### src/rtl/irqc_pkg.sv
package irqc_pkg;
  // default source count and the level-type source mask (bit 7 is level)
  localparam int unsigned DEF_NUM_IRQ = 10;
  localparam logic [DEF_NUM_IRQ-1:0] DEF_AUTO_CLEAR = 10'h37F;

  typedef struct packed {
    logic set;
    logic clr;
  } gie_cmd_t;
endpackage

### src/rtl/irqc_flags.sv
module irqc_flags #(
  parameter int unsigned N = 10,
  parameter logic [N-1:0] AUTO_CLEAR = '1
) (
  input  logic         clk,
  input  logic         rst_n,
  input  logic         flush,
  input  logic [N-1:0] irq_in,
  input  logic [N-1:0] clr,
  output logic [N-1:0] pend
);
  logic [N-1:0] flag_q;

  for (genvar i = 0; i < N; i++) begin : g_src
    if (AUTO_CLEAR[i]) begin : g_latch
      always_ff @(posedge clk or negedge rst_n) begin
        if (!rst_n)     flag_q[i] <= 1'b0;
        else if (flush) flag_q[i] <= 1'b0;
        else            flag_q[i] <= (flag_q[i] & ~clr[i]) | irq_in[i];
      end
      assign pend[i] = flag_q[i];
    end else begin : g_level
      assign flag_q[i] = 1'b0;
      assign pend[i]   = irq_in[i];
    end
  end

  // latched flags never drop unless cleared by an accept or a reset request
  p_flag_sticky_r10: assert property (@(posedge clk) disable iff (!rst_n)
    !flush |=> ((pend & $past(pend & ~clr & AUTO_CLEAR)) == $past(pend & ~clr & AUTO_CLEAR)));

  // a reset request empties every latched flag
  p_flush_flags_r2: assert property (@(posedge clk) disable iff (!rst_n)
    flush |=> ((flag_q & AUTO_CLEAR) == '0));
endmodule

### src/rtl/irqc_arbiter.sv
module irqc_arbiter #(
  parameter int unsigned N = 10,
  parameter int unsigned VW = 4
) (
  input  logic [N-1:0]  req,
  output logic          any,
  output logic [N-1:0]  grant,
  output logic [VW-1:0] addr
);
  always_comb begin
    grant = '0;
    addr  = '0;
    for (int i = N - 1; i >= 0; i--) begin
      if (req[i]) begin
        grant    = '0;
        grant[i] = 1'b1;
        addr     = VW'(i + 1);
      end
    end
  end

  assign any = |req;
endmodule

### src/rtl/irqc_gie.sv
module irqc_gie
  import irqc_pkg::*;
(
  input  logic     clk,
  input  logic     rst_n,
  input  logic     flush,
  input  gie_cmd_t cmd,
  input  logic     accept,
  output logic     gie
);
  always_ff @(posedge clk or negedge rst_n) begin
    if (!rst_n)                           gie <= 1'b0;
    else if (flush || accept || cmd.clr)  gie <= 1'b0;
    else if (cmd.set)                     gie <= 1'b1;
  end

  p_accept_drops_gie_r5: assert property (@(posedge clk) disable iff (!rst_n)
    accept |=> !gie);

  p_clr_beats_set_r8: assert property (@(posedge clk) disable iff (!rst_n)
    (cmd.set && cmd.clr) |=> !gie);

  p_set_raises_r8: assert property (@(posedge clk) disable iff (!rst_n)
    (cmd.set && !cmd.clr && !accept && !flush) |=> gie);
endmodule

### src/rtl/irq_vector_ctrl.sv
module irq_vector_ctrl
  import irqc_pkg::*;
#(
  parameter int unsigned NUM_IRQ = DEF_NUM_IRQ,
  parameter logic [NUM_IRQ-1:0] AUTO_CLEAR = DEF_AUTO_CLEAR,
  localparam int unsigned VEC_W = $clog2(NUM_IRQ + 1)
) (
  input  logic               clk,
  input  logic               rst_n,
  input  logic               rst_req,
  input  logic [NUM_IRQ-1:0] irq_in,
  input  logic [NUM_IRQ-1:0] irq_en,
  input  logic               gie_set,
  input  logic               gie_clr,
  output logic               vec_valid,
  input  logic               vec_ready,
  output logic [VEC_W-1:0]   vec_addr
);
  logic [NUM_IRQ-1:0] pend, req, grant, clr;
  logic [VEC_W-1:0]   arb_addr;
  logic               any, gie_q, svc_accept;
  gie_cmd_t           cmd;

  assign cmd.set = gie_set;
  assign cmd.clr = gie_clr;

  irqc_flags #(.N(NUM_IRQ), .AUTO_CLEAR(AUTO_CLEAR)) u_flags (
    .clk(clk), .rst_n(rst_n), .flush(rst_req),
    .irq_in(irq_in), .clr(clr), .pend(pend)
  );

  assign req = pend & irq_en & {NUM_IRQ{gie_q}};

  irqc_arbiter #(.N(NUM_IRQ), .VW(VEC_W)) u_arb (
    .req(req), .any(any), .grant(grant), .addr(arb_addr)
  );

  assign vec_valid  = rst_req | any;
  assign vec_addr   = rst_req ? '0 : arb_addr;
  assign svc_accept = vec_valid & vec_ready & ~rst_req;
  assign clr        = svc_accept ? grant : '0;

  irqc_gie u_gie (
    .clk(clk), .rst_n(rst_n), .flush(rst_req),
    .cmd(cmd), .accept(svc_accept), .gie(gie_q)
  );

  // an interrupt vector is only offered under the global enable
  p_masked_by_gie_r3: assert property (@(posedge clk) disable iff (!rst_n)
    (vec_valid && !rst_req) |-> gie_q);

  // after a reset request only another reset request can raise valid
  p_reset_quiets_r2: assert property (@(posedge clk) disable iff (!rst_n)
    rst_req |=> (rst_req || !vec_valid));

  p_single_grant_r4: assert property (@(posedge clk) disable iff (!rst_n)
    $onehot0(grant) && ((grant & ~req) == '0));

  // without ready nothing is consumed
  p_no_clear_on_wait_r10: assert property (@(posedge clk) disable iff (!rst_n)
    !vec_ready |-> (clr == '0));
endmodule

### config.mk
export PLATFORM = sky130hd
export DESIGN_NAME = irq_vector_ctrl
export DESIGN_NICKNAME = d
export VERILOG_FILES = /design/src/rtl/irqc_pkg.sv /design/src/rtl/irqc_flags.sv /design/src/rtl/irqc_arbiter.sv /design/src/rtl/irqc_gie.sv /design/src/rtl/irq_vector_ctrl.sv
export SDC_FILE = /design/constraint.sdc
export NUM_CORES = 1
export LEC_CHECK = 0
export ABC_AREA = 1
export BUFFER_PORTS_ARGS = -buffer_cell sky130_fd_sc_hd__buf_4
export CORE_MARGIN = 2
export CORE_UTILIZATION = 42
export CTS_CLUSTER_DIAMETER = 40
export CTS_CLUSTER_SIZE = 24
export DETAILED_ROUTE_END_ITERATION = 10
export GPL_TIMING_DRIVEN = 0
export PLACE_DENSITY = 0.74
export SKIP_CTS_REPAIR_TIMING = 1
export SYNTH_ARGS = -nofsm -noshare
export SYNTH_HDL_FRONTEND = slang
export SYNTH_SLANG_ARGS = --single-unit
### constraint.sdc
create_clock -name clk -period 1.2 [get_ports clk]
set_input_delay 0.24 -clock clk [delete_from_list [all_inputs] [get_ports clk]]
set_output_delay 0.24 -clock clk [all_outputs]
set_load 0.05 [all_outputs]
==> results of run 1 <==
-- layer usage --
layer  vias up  track usage (%)  part of all wire (%)
li1        429                -                     -
met1       396             28.7                    42
met2        20             32.2                    55
met3         2             1.18                   2.3
met4         0             10.3                  0.41
met5         -                0                     0
-- final timing paths --
kind                                  from         endpoint  slack [ns]  cells past startpoint
min                              irq_in[2]  u_flags.pend[2]        0.20                      3
min reg2reg                u_flags.pend[1]  u_flags.pend[1]        0.53                      2
max                              u_gie.gie      vec_addr[3]       -0.70                      7
min in group asynchronous            rst_n  u_flags.pend[1]        0.35                      2
max in group asynchronous            rst_n        u_gie.gie        0.70                      2
max reg2reg                      u_gie.gie  u_flags.pend[5]       -0.60                     11
-- logic make-up (layout without fill, tap and decap cells) --
kind of cell | after synthesis | after routing | share of synthesized area, %
simple gates | 62 | 62 | 44.9
buf+inv | 17 | 59 | 10.5
compound gates | 14 | 14 | 11.7
flops | 10 | 10 | 32.9
-- through the flow --
stage | setup TNS, ns | cells | worst slack (ns) | util (%)
floorplan | -3.52 | 103 | -0.488 | -
global placement | -4.53 | 157 | -0.465 | 66.7
detailed placement | -4.93 | 157 | -0.495 | 66.7
CTS | -6.53 | 161 | -0.786 | 68.8
global route | -9.13 | 170 | -0.783 | 77.3
finish | -8.00 | 170 | -0.701 | 77.3
-- state kept, by name, summed over array words and instances, names as in the netlist --
name and flops:
u_flags.pend 9, u_gie.gie 1
-- power breakdown --
part	leakage (nW)	internal, mW	total [mW]	switching, mW
Sequential	0.125	0.359	0.383	0.0237
Clock	0.0210	0.184	0.292	0.108
Combinational	0.470	0.152	0.312	0.160
Total	0.615	0.696	0.988	0.292
-- cell type report --
type / count / area share (%)
multi-input combinational: 76 / 44.4
timing repair buffer: 38 / 24.3
sequential: 10 / 19.1
inverter: 13 / 3.89
buffer: 4 / 3.32
clock buffer: 4 / 2.75
tap: 25 / 2.37
-- layout by cell type, fill, tap and decap left out, types with 2 or more instances in the layout --
cell	n
nor2_4	2
nand2_2	5
a21oi_1	5
clkbuf_4	3
nor2_1	13
nand2_1	12
buf_6	4
nand3_1	4
nor2_2	3
dfrtp_1	9
inv_1	10
nand2_4	2
a21oi_2	5
nand4_1	10
inv_2	2
buf_4	32
a21oi_4	2
nand3_4	8
-- tightest hold or removal path, cell delays in order --
cell	delay, ns
buf_4	0.08
a21oi_1	0.03
nor2_1	0.07
==> impl_results.md, run 1 <==
- Status: finished, violations left
- Violated checks: setup timing
- EDFF count, synth: 0
- Via count: 847
- Filler cells: 126
- Synth top cells by count: nand2_1 (15), nor2_1 (15), inv_1 (11)
- Nets: 172
- #FFs+latches synth: 10
- Cell area after synthesis: 761 sq um
- Max cap viols: 0
- Final Hold Viols: 0
- Fraction of layout cells with a size suffix above 1: 54.5%
- Leak: 0.615 nW
- Most area-consuming cells after synthesis: dfrtp_1 (33%), nand3_2 (9.2%), nand4_1 (8.2%), nand2_1 (7.4%), nor2_1 (7.4%)
- Pwr dens: 748 mW/mm^2
- Worst-Margin Slew: 0.677 ns
- Final WL: 2210 microns
- DR pass1 iterations: 4
- Startpoint types: flop
- Bufs on Longest Clock Path: 2
- Synth Instances: 103
- CTS HTree Levels: 1
- CP Cell Sequence: buf_8, nand3_4, nand2_2, nor2_4, nand2_4, a311oi_4, buf_6
- Hold WC Path Type: input pin to flop
- Overall global routing resource usage: 20.7%
- HPWL Detailed: 1660 microns
- Clock Latency Late Sink: 0.26 ns
- I/O Buffers: 29
- Area added between synthesis and finish: 73.5%
- CP Data Required Time: 0.96 ns
- GRT overflow: 0
- Antenna violations before repair: 0
- Placer's final routability congestion estimate: 0.768
- Reg area: 251 sq um
- Cell Area, Placed: 0.00114 sq mm
- Post-synth top area share: 32.9%
- Cell variety after synth: 20
- CTS Buf Count: 3
- Asr flop ratio synth: 100%
- Cell Rows: 15
- Skew final: 0.000761 ns
- Worst path max stage delay: 0.45 ns
- Drt wl/cell: 13.0 microns
- Ys flop type: dfrtp_1
- # diodes: 0
- Vias per cell: 4.98
- Clock transition at path regs: 0.06 ns
- Finish-stage setup viols: 15
- Tcrit/Tclk final: 158%
- 1st-iter DRT viols: 14
- Synth Net Count: 129
- CTS tree: done
- Largest net degree at the start of global routing: 11
- Syn avg cell area: 7.39 sq um
- RSZ-0062 raised after global routing: yes
- First-pass GRT wire length: 3110 microns
- Die height: 46.6 microns
- Synth area leader: dfrtp_1
- Arrival @ worst endpoint: 1.66 ns
- Min cycle time layout: 1.90 ns
- CP endpoint kind: output pin
- Register area share after synthesis: 32.9%
- Vias in the first global route: 744
- Final instance area: 0.00132 sq mm
- TritonCTS Sinks: 10
- Setup WS post-layout: -0.701 ns
- Cell with the biggest individual delay on the critical path: dfrtp_2
- Num ports: 31
- Core area: 0.00171 sq mm
- Final hold slack: 0.198 ns
- Fmax: 0.526 GHz
- Buf/Inv on CP: 2
- Normalized max-slew margin: 54.9%
- Final Max Slew Viols: 0
- Peak supply drop: 682 uV
- CTS Root Cell: clkbuf_4
- Worst-path fanout max: 5
- Synthesis Warnings: 0
- Setup Crit Path Kind: flop to output pin
- Width of the die: 46.6 microns
- Critical path's top delay family: flip-flops
- Initial core utilization: 44.5%
- Final antenna-violating net count: 0
- Die outline area: 0.00217 sq mm
- Multi-input gate area: 586 sq um
- Post-layout power: 0.988 mW
- Post-route DRC: 0
Power figures use the tool's default switching activity.
==> run 2, diff against run 1 <==
--- a/config.mk
+++ b/config.mk
@@ -13,8 +13,9 @@
 export CTS_CLUSTER_SIZE = 24
 export DETAILED_ROUTE_END_ITERATION = 10
 export GPL_TIMING_DRIVEN = 0
-export PLACE_DENSITY = 0.74
+export PLACE_DENSITY = 0.7
 export SKIP_CTS_REPAIR_TIMING = 1
 export SYNTH_ARGS = -nofsm -noshare
 export SYNTH_HDL_FRONTEND = slang
 export SYNTH_SLANG_ARGS = --single-unit
+export TNS_END_PERCENT = 30
==> impl_results.md, run 2 (synthesis results as in run 1) <==
- Status: finished, violations left
- Violated checks: setup timing
- Part of the power in registers: 44.1%
- Vias per cell: 5.02
- Final antenna-violating net count: 0
- Setup WS post-layout: -0.688 ns
- Normalized max-slew margin: 55.3%
- Bufs on Longest Clock Path: 2
- Clk network pwr share: 24.8%
- Final WL: 2130 microns
- Min cycle time layout: 1.89 ns
- CP endpoint kind: output pin
- CP Data Required Time: 0.96 ns
- Tcrit/Tclk final: 157%
- Fmax: 0.530 GHz
- Clock Latency Late Sink: 0.26 ns
- TritonCTS Sinks: 10
- Max FFs per register: 9
- Placer's final routability congestion estimate: 0.749
- Die height: 46.6 microns
- Fraction of layout cells with a size suffix above 1: 53.2%
- Final Max Slew Viols: 0
- Leak: 0.587 nW
- Net Sw Power: 0.271 mW
- Via count: 833
- Worst-Margin Slew: 0.670 ns
- Arrival @ worst endpoint: 1.65 ns
- Width of the die: 46.6 microns
- GRT overflow: 0
- Internal power: 0.599 mW
- RSZ-0062 raised after global routing: yes
- Hold WC Path Type: input pin to flop
- Pre-CTS WS: -0.523 ns
- Peak supply drop: 607 uV
- Pwr dens: 701 mW/mm^2
- Most common cell after layout, fill and taps aside: buf_4
- Cell Rows: 15
- Overall global routing resource usage: 20.4%
- CTS HTree Levels: 1
- Vias in the first global route: 714
- DR pass1 iterations: 4
- Startpoint types: flop
- First-pass GRT wire length: 3020 microns
- Switching share of power: 31.1%
- Antenna violations before repair: 0
- Comb pwr share: 31.1%
- Skew final: 0.00469 ns
- Num ports: 31
- Die outline area: 0.00217 sq mm
- Drt wl/cell: 12.9 microns
- Post-route DRC: 0
- # diodes: 0
- Setup Crit Path Kind: flop to output pin
- 1st-iter DRT viols: 25
- Area added between synthesis and finish: 63.3%
- Nets: 169
- Filler cells: 139
- Clock transition at path regs: 0.06 ns
- Final hold slack: 0.204 ns
- Core area: 0.00171 sq mm
- CTS Root Cell: clkbuf_4
- Finish-stage setup viols: 15
- HPWL Detailed: 1620 microns
- Largest net degree at the start of global routing: 11
- Initial core utilization: 44.5%
- Max cap viols: 0
- Most frequent cells in the layout: buf_4 (29), nor2_1 (15), nand2_1 (13), nand4_1 (10)
- I/O Buffers: 29
- Worst-path fanout max: 5
- CTS tree: done
- CTS Buf Count: 3
- Final Hold Viols: 0
-- run 2: critical path, stage by stage (launching register included) --
cell and delay [ns]:
dfrtp_2 0.45, buf_8 0.16, nand3_4 0.10, inv_2 0.04, nor2_1 0.10, nand2_1 0.08, nand3_1 0.09, nand2_2 0.08
a21oi_4 0.12, buf_6 0.17
-- run 2: power groups by stage --
stage                     Clock (mW)  Combinational (mW)  Sequential [mW]
after detailed placement           0               0.235            0.380
after global placement             0               0.231            0.379
after floorplan                    0               0.134            0.377
final                          0.216               0.271            0.384
after CTS                      0.224               0.235            0.374
after global routing           0.244               0.291            0.387
-- run 2: path summary, 6_finish.rpt --
| kind | cells past startpoint | start | to | slack [ns] |
|---|---|---|---|---|
| max in group asynchronous | 2 | rst_n | u_gie.gie | 0.71 |
| max | 9 | u_gie.gie | vec_addr[1] | -0.69 |
| max reg2reg | 10 | u_gie.gie | u_flags.pend[3] | -0.37 |
| min in group asynchronous | 2 | rst_n | u_flags.pend[2] | 0.34 |
| min reg2reg | 2 | u_flags.pend[1] | u_flags.pend[1] | 0.55 |
| min | 3 | irq_in[1] | u_flags.pend[1] | 0.20 |
-- run 2: per-layer routing --
metal | track usage [%] | part of all wire (%) | vias to the layer above | routed length (microns)
li1 | - | - | 423 | -
met1 | 26.8 | 40 | 378 | 864
met2 | 30.3 | 53 | 27 | 1130
met3 | 3.53 | 4.7 | 5 | 101
met4 | 13.7 | 2.0 | 0 | 42
met5 | 0 | 0 | - | 0
-- run 2: cell type report --
class,count,area (sq um),share of cell area [%]
Buffer,4,35.0,2.82
Clock buffer,3,22.5,1.81
Inverter,13,48.8,3.93
Multi-Input combinational cell,76,569,45.8
Sequential cell,10,251,20.2
Tap cell,25,31.3,2.52
Timing Repair Buffer,35,284,22.9
-- run 2: per-stage QoR --
stage | TNS [ns] | cell area [sq um] | power (mW) | cells | utilization (%)
after floorplan | -3.79 | 806 | 0.511 | 103 | -
after global placement | -4.88 | 1050 | 0.611 | 157 | 61.8
after detailed placement | -5.16 | 1050 | 0.616 | 157 | 61.8
after CTS | -6.59 | 1080 | 0.833 | 160 | 63.1
after global routing | -7.64 | 1240 | 0.921 | 166 | 72.7
final | -6.17 | 1240 | 0.871 | 166 | 72.7
